==> src/rtl/hb_guard_pkg.sv <==
package hb_guard_pkg;

    typedef enum logic [1:0] {
        OCP_OFF     = 2'd0,
        OCP_ARMED   = 2'd1,
        OCP_TRIPPED = 2'd2
    } ocp_state_t;

    localparam int unsigned CMD_W    = 4;
    localparam int unsigned IDX_HS   = 0;
    localparam int unsigned IDX_LS   = 1;
    localparam int unsigned IDX_PFC  = 2;
    localparam int unsigned IDX_HEAT = 3;

endpackage

==> src/rtl/hb_sense_sync.sv <==
module hb_sense_sync #(
    parameter int unsigned STAGES = 2
) (
    input  logic clk,
    input  logic rst_n,
    input  logic d_async,
    output logic q_sync
);
    localparam int unsigned TOP = STAGES - 1;

    logic [STAGES-1:0] chain;

    generate
        if (STAGES == 1) begin : g_single
            always_ff @(posedge clk or negedge rst_n) begin
                if (!rst_n) chain <= '0;
                else        chain <= d_async;
            end
        end else begin : g_multi
            always_ff @(posedge clk or negedge rst_n) begin
                if (!rst_n) chain <= '0;
                else        chain <= {chain[TOP-1:0], d_async};
            end
        end
    endgenerate

    assign q_sync = chain[TOP];

endmodule

==> src/rtl/hb_cmd_stage.sv <==
module hb_cmd_stage #(
    parameter int unsigned W = 4
) (
    input  logic         clk,
    input  logic         rst_n,
    input  logic         en_d,
    input  logic [W-1:0] cmd_d,
    output logic         en_q,
    output logic [W-1:0] cmd_q
);
    always_ff @(posedge clk or negedge rst_n) begin
        if (!rst_n) begin
            en_q  <= 1'b0;
            cmd_q <= '0;
        end else begin
            en_q  <= en_d;
            cmd_q <= cmd_d;
        end
    end

    a_r3_enable_tracks: assert property (@(posedge clk) disable iff (!rst_n)
        !en_d |=> !en_q);

endmodule

==> src/rtl/hb_ocp_fsm.sv <==
module hb_ocp_fsm
    import hb_guard_pkg::*;
(
    input  logic clk,
    input  logic rst_n,
    input  logic prot_en,
    input  logic trip_sync,
    input  logic hs_q,
    input  logic ls_q,
    output logic fault
);
    ocp_state_t state, state_nx;
    logic       release_ok;

    assign release_ok = !hs_q && !ls_q && !trip_sync;

    always_ff @(posedge clk or negedge rst_n) begin
        if (!rst_n) state <= OCP_OFF;
        else        state <= state_nx;
    end

    always_comb begin
        state_nx = state;
        if (!prot_en) begin
            state_nx = OCP_OFF;                    // disarm
        end else begin
            unique case (state)
                OCP_OFF:     state_nx = trip_sync ? OCP_TRIPPED : OCP_ARMED;
                OCP_ARMED:   if (trip_sync)  state_nx = OCP_TRIPPED;
                OCP_TRIPPED: if (release_ok) state_nx = OCP_ARMED;
                default:     state_nx = OCP_OFF;
            endcase
        end
    end

    always_comb begin
        fault = (state == OCP_TRIPPED);
    end

    a_r5_trip_latches: assert property (@(posedge clk) disable iff (!rst_n)
        (prot_en && trip_sync) |=> fault);

    a_r6_release: assert property (@(posedge clk) disable iff (!rst_n)
        (fault && prot_en && !hs_q && !ls_q && !trip_sync) |=> !fault);

    a_r6_hold: assert property (@(posedge clk) disable iff (!rst_n)
        (fault && prot_en && (hs_q || ls_q)) |=> fault);

    a_r8_disarm: assert property (@(posedge clk) disable iff (!rst_n)
        !prot_en |=> !fault);

endmodule

==> src/rtl/hb_guard.sv <==
module hb_guard
    import hb_guard_pkg::*;
#(
    parameter int unsigned SYNC_STAGES = 2
) (
    input  logic clk,
    input  logic rst_n,
    input  logic drv_en,
    input  logic prot_en,
    input  logic sense_trip,
    input  logic cmd_hs,
    input  logic cmd_ls,
    input  logic cmd_pfc,
    input  logic cmd_heat,
    output logic gate_hs,
    output logic gate_ls,
    output logic gate_pfc,
    output logic gate_heat,
    output logic fault
);
    logic [CMD_W-1:0] cmd_d, cmd_q;
    logic             en_q;
    logic             trip_sync;
    logic             overlap;

    always_comb begin
        cmd_d           = '0;
        cmd_d[IDX_HS]   = cmd_hs;
        cmd_d[IDX_LS]   = cmd_ls;
        cmd_d[IDX_PFC]  = cmd_pfc;
        cmd_d[IDX_HEAT] = cmd_heat;
    end

    hb_cmd_stage #(.W(CMD_W)) u_cmd (
        .clk   (clk),
        .rst_n (rst_n),
        .en_d  (drv_en),
        .cmd_d (cmd_d),
        .en_q  (en_q),
        .cmd_q (cmd_q)
    );

    hb_sense_sync #(.STAGES(SYNC_STAGES)) u_sync (
        .clk     (clk),
        .rst_n   (rst_n),
        .d_async (sense_trip),
        .q_sync  (trip_sync)
    );

    hb_ocp_fsm u_ocp (
        .clk       (clk),
        .rst_n     (rst_n),
        .prot_en   (prot_en),
        .trip_sync (trip_sync),
        .hs_q      (cmd_q[IDX_HS]),
        .ls_q      (cmd_q[IDX_LS]),
        .fault     (fault)
    );

    assign overlap = cmd_q[IDX_HS] && cmd_q[IDX_LS];

    always_comb begin
        gate_hs   = en_q && cmd_q[IDX_HS] && !overlap && !fault;
        gate_ls   = en_q && cmd_q[IDX_LS] && !overlap && !fault;
        gate_pfc  = en_q && cmd_q[IDX_PFC];
        gate_heat = en_q && cmd_q[IDX_HEAT];
    end

    a_r4_no_overlap: assert property (@(posedge clk) disable iff (!rst_n)
        (cmd_hs && cmd_ls) |=> (!gate_hs && !gate_ls));

    a_r3_disabled: assert property (@(posedge clk) disable iff (!rst_n)
        !drv_en |=> (!gate_hs && !gate_ls && !gate_pfc && !gate_heat));

    a_r5_fault_blanks: assert property (@(posedge clk) disable iff (!rst_n)
        fault |-> (!gate_hs && !gate_ls));

    a_r9_pfc_passes: assert property (@(posedge clk) disable iff (!rst_n)
        (drv_en && cmd_pfc) |=> gate_pfc);

endmodule

==> config.mk <==
export PLATFORM = sky130hd
export DESIGN_NAME = hb_guard
export DESIGN_NICKNAME = d
export VERILOG_FILES = /design/src/rtl/hb_guard_pkg.sv /design/src/rtl/hb_sense_sync.sv /design/src/rtl/hb_cmd_stage.sv /design/src/rtl/hb_ocp_fsm.sv /design/src/rtl/hb_guard.sv
export SDC_FILE = /design/constraint.sdc
export NUM_CORES = 1
export LEC_CHECK = 0
export CAP_MARGIN = 20
export CORE_AREA = 2 2 39 41
export CTS_BUF_LIST = sky130_fd_sc_hd__clkbuf_16
export CTS_CLUSTER_SIZE = 25
export DETAILED_ROUTE_END_ITERATION = 8
export DIE_AREA = 0 0 41 43
export DONT_BUFFER_PORTS = 1
export SLEW_MARGIN = 20
export SYNTH_ARGS = -nofsm -noshare
export SYNTH_HDL_FRONTEND = slang
export SYNTH_SLANG_ARGS = --single-unit
export TNS_END_PERCENT = 20
==> constraint.sdc <==
create_clock -name clk -period 0.8 [get_ports clk]
set_input_delay 0.04 -clock clk [delete_from_list [all_inputs] [get_ports clk]]
set_output_delay 0.04 -clock clk [all_outputs]
set_load 0.005 [all_outputs]
==> run summary <==
### Synth
• 317 µm² — area of the mapped netlist
• 20 — Post-Syn Instances
• 29 — total nets after synthesis
• 71.1% — sequential cell area fraction in the yosys report
• 15.8 µm² — mean instance size in the synthesized netlist
• 9 — post-synthesis sequential element count
• 0 — Synth warnings
• 9 — post-synthesis cell type count

### Power and ir drop
• 0.238 nW — leakage
• 1.44 mV — Worst IR Drop VDD
• 2760 mW/mm² — areal power density over the cells

### Clocking
• 0.23 ns — insertion delay to the later sink of the worst-skew pair
• 1 — number of H-tree levels
• 3 — TritonCTS Buffers
• yes — TritonCTS clock tree
• 9 — clock net sink count
• clkbuf_16 — clock tree root buffer cell
• 2 — Max Root-Sink Buffers
• 0.04 ns — clock transition at the register clock pins on the worst setup and hold paths after CTS

### Detailed routing
• 617 µm — Detailed Route WL
• 3 — number of optimization iterations in the first detailed-route pass
• 212 — total number of vias
• 0 — DR DRC count
• 0 — Post-DRT Antenna Nets
• 12.1 µm — wire length per cell after detailed routing
• 4.16 — routed vias/inst
• 3 — First DRT Iteration DRCs

### Critical path
• reg2out — type of the worst setup path
• register — launching element type of the critical path
• output pin — endpoint kind of the worst setup timing path
• 0.76 ns — data required time of the critical path
• 3 — Max FO, Critical Path
• 1.03 ns — Critical Path AT

### Floorplan
• 0.00138 mm² — CORE AREA
• 14 — number of placement rows
• 43 µm — die height
• 0.00176 mm² — full die area
• 22.9% — starting utilization of the core area
• 14 — IO Count
• 41 µm — Die X

### Timing
• 1.07 ns — minimum clock period
• 0 — Hold Violations, Final
• 930 MHz — Max Freq
• 0.384 ns — measured slew at the worst slew-check pin
• 134% — ratio of final minimum period to clock period
• yes — RSZ-0062 raised after global routing
• 0 — number of pins exceeding their max-slew limit in the final report
• -0.275 ns — minimum setup slack in the final design
• 74.3% — remaining max-slew budget at the tightest pin
• 7 — number of endpoints failing setup at the final stage
• 0.000133 ns — worst clock skew

### Global routing
• 1050 µm — wire length of the first global-routing pass
• 278 — via count of the first global-routing pass
• 0 — Congestion Overflow GR
• 10 — pin count of the biggest net entering global routing
• 0 — antenna violations before repair
• 9.59% — total global routing track utilization

### Cells and area
• dfrtp_1 — most common cell after layout, fill and taps aside
• 523 µm² — final instance area
• 65.2% — layout overhead on the synthesized area
• 88.8 µm² — multi-input logic area
• 225 µm² — Sequential cell area
• 37.8% — final cell utilization of the core
• dfrtp_1, dlygate4sd3_1, inv_1, clkbuf_16, buf_4 — highest-count cells in the layout ignoring fill and taps
• 0 — count of inserted antenna diode cells
• 136 — number of filler instances in the final layout
• 45 — Net count, final
• 34.3% — ratio of cells with drive above 1 in the final layout

### Placed design
• 0.624 — final RePlAce weighted congestion
• 0 — number of port buffers
• 344 µm² — placed standard-cell area

### Flow run
• 0 — number of violations of the max-capacitance limit

### Worst hold path
• in2async — path category of the worst min-delay check

### Status
• finished with violations — result of the run
• negative setup slack — violations in the final reports

==> cells by family (layout without fill, tap and decap cells) <==
group / after synthesis / count (layout) / share of synthesized area [%]
simple gates: 6 / 6 / 19.4
flops: 9 / 9 / 71.1
compound gates: 3 / 3 / 7.11
buf+inv: 2 / 17 / 2.37
==> Yosys cell counts (all sizes together) <==
library cell  count  share of area (%)
and2              2                4.0
and4bb            2                7.9
dfrtp             9                 71
o31a              1                2.8
inv               2                2.4
a221oi            1                2.8
nor3              1                3.2
o21ai             1                1.6
nor2b             1                4.3
==> registers in the layout, indices dropped and copies added (netlist names) <==
signal and count:
u_sync.chain 2, u_cmd.cmd_q 4, u_ocp.state 2, u_cmd.en_q 1
==> final cells by class <==
type	instances	area share [%]
inverter	2	1.44
tap	16	3.83
sequential	9	43.1
timing repair buffer	11	19.6
clock inverter	1	0.718
multi-input combinational	9	17.0
clock buffer	3	14.4
==> worst max-delay path, cell delays in order (launching register included) <==
cell	delay, ns
dfrtp_1	0.37
nor2b_4	0.13
and4bb_2	0.31
==> where the power goes <==
part	switching, W	leakage, nW	total (W)	internal, W
combinational	0.0000321	0.0884	0.0000969	0.0000648
sequential	0.0000174	0.107	0.000500	0.000482
clock	0.000197	0.0423	0.000848	0.000651
total	0.000246	0.238	0.00144	0.00120
==> worst paths after layout <==
kind                            startpoint         endpoint  slack, ns  cells after the start
setup / recovery            u_ocp.state[1]          gate_ls      -0.27                      2
hold / removal                       rst_n  u_sync.chain[1]       0.17                      1
setup reg to reg            u_cmd.cmd_q[0]   u_ocp.state[0]      -0.10                      2
hold reg to reg            u_sync.chain[0]  u_sync.chain[1]       0.35                      0
max in group asynchronous            rst_n   u_cmd.cmd_q[0]       0.36                      1
min in group clk           u_sync.chain[0]  u_sync.chain[1]       0.35                      0
==> routing by layer <==
metal  part of all wire, %  vias to the layer above  GRT usage (%)
met5                     0                        -              0
met4                     0                        0           8.00
met3                   7.9                        0           3.14
met2                    53                       14           14.7
met1                    39                      100           9.83
li1                      -                       98              -
==> through the flow <==
step	instances	total power, W	worst slack (ns)	hold slack [ns]	setup TNS (ns)
2_1_floorplan	20	0.000534	-0.0271	-0.256	-0.0805
3_3_place_gp	37	0.000545	-0.0523	-0.255	-0.154
3_5_place_dp	37	0.000551	-0.110	-0.255	-0.304
4_1_cts	51	0.00147	-0.290	0.176	-1.06
5_1_grt	51	0.00151	-0.309	0.191	-1.24
6_report	51	0.00144	-0.275	0.168	-0.979
==> what timing repair did <==
action / in CTS / in global routing
setup endpoints to repair: 7 / 7
hold buffers: 8 / 0
pin swaps: 2 / 1
setup buffers: 2 / 0
endpoints found under the hold margin: 17 / 0
resized for setup: 2 / 0
No activity file was read; power rests on OpenSTA's default activity.
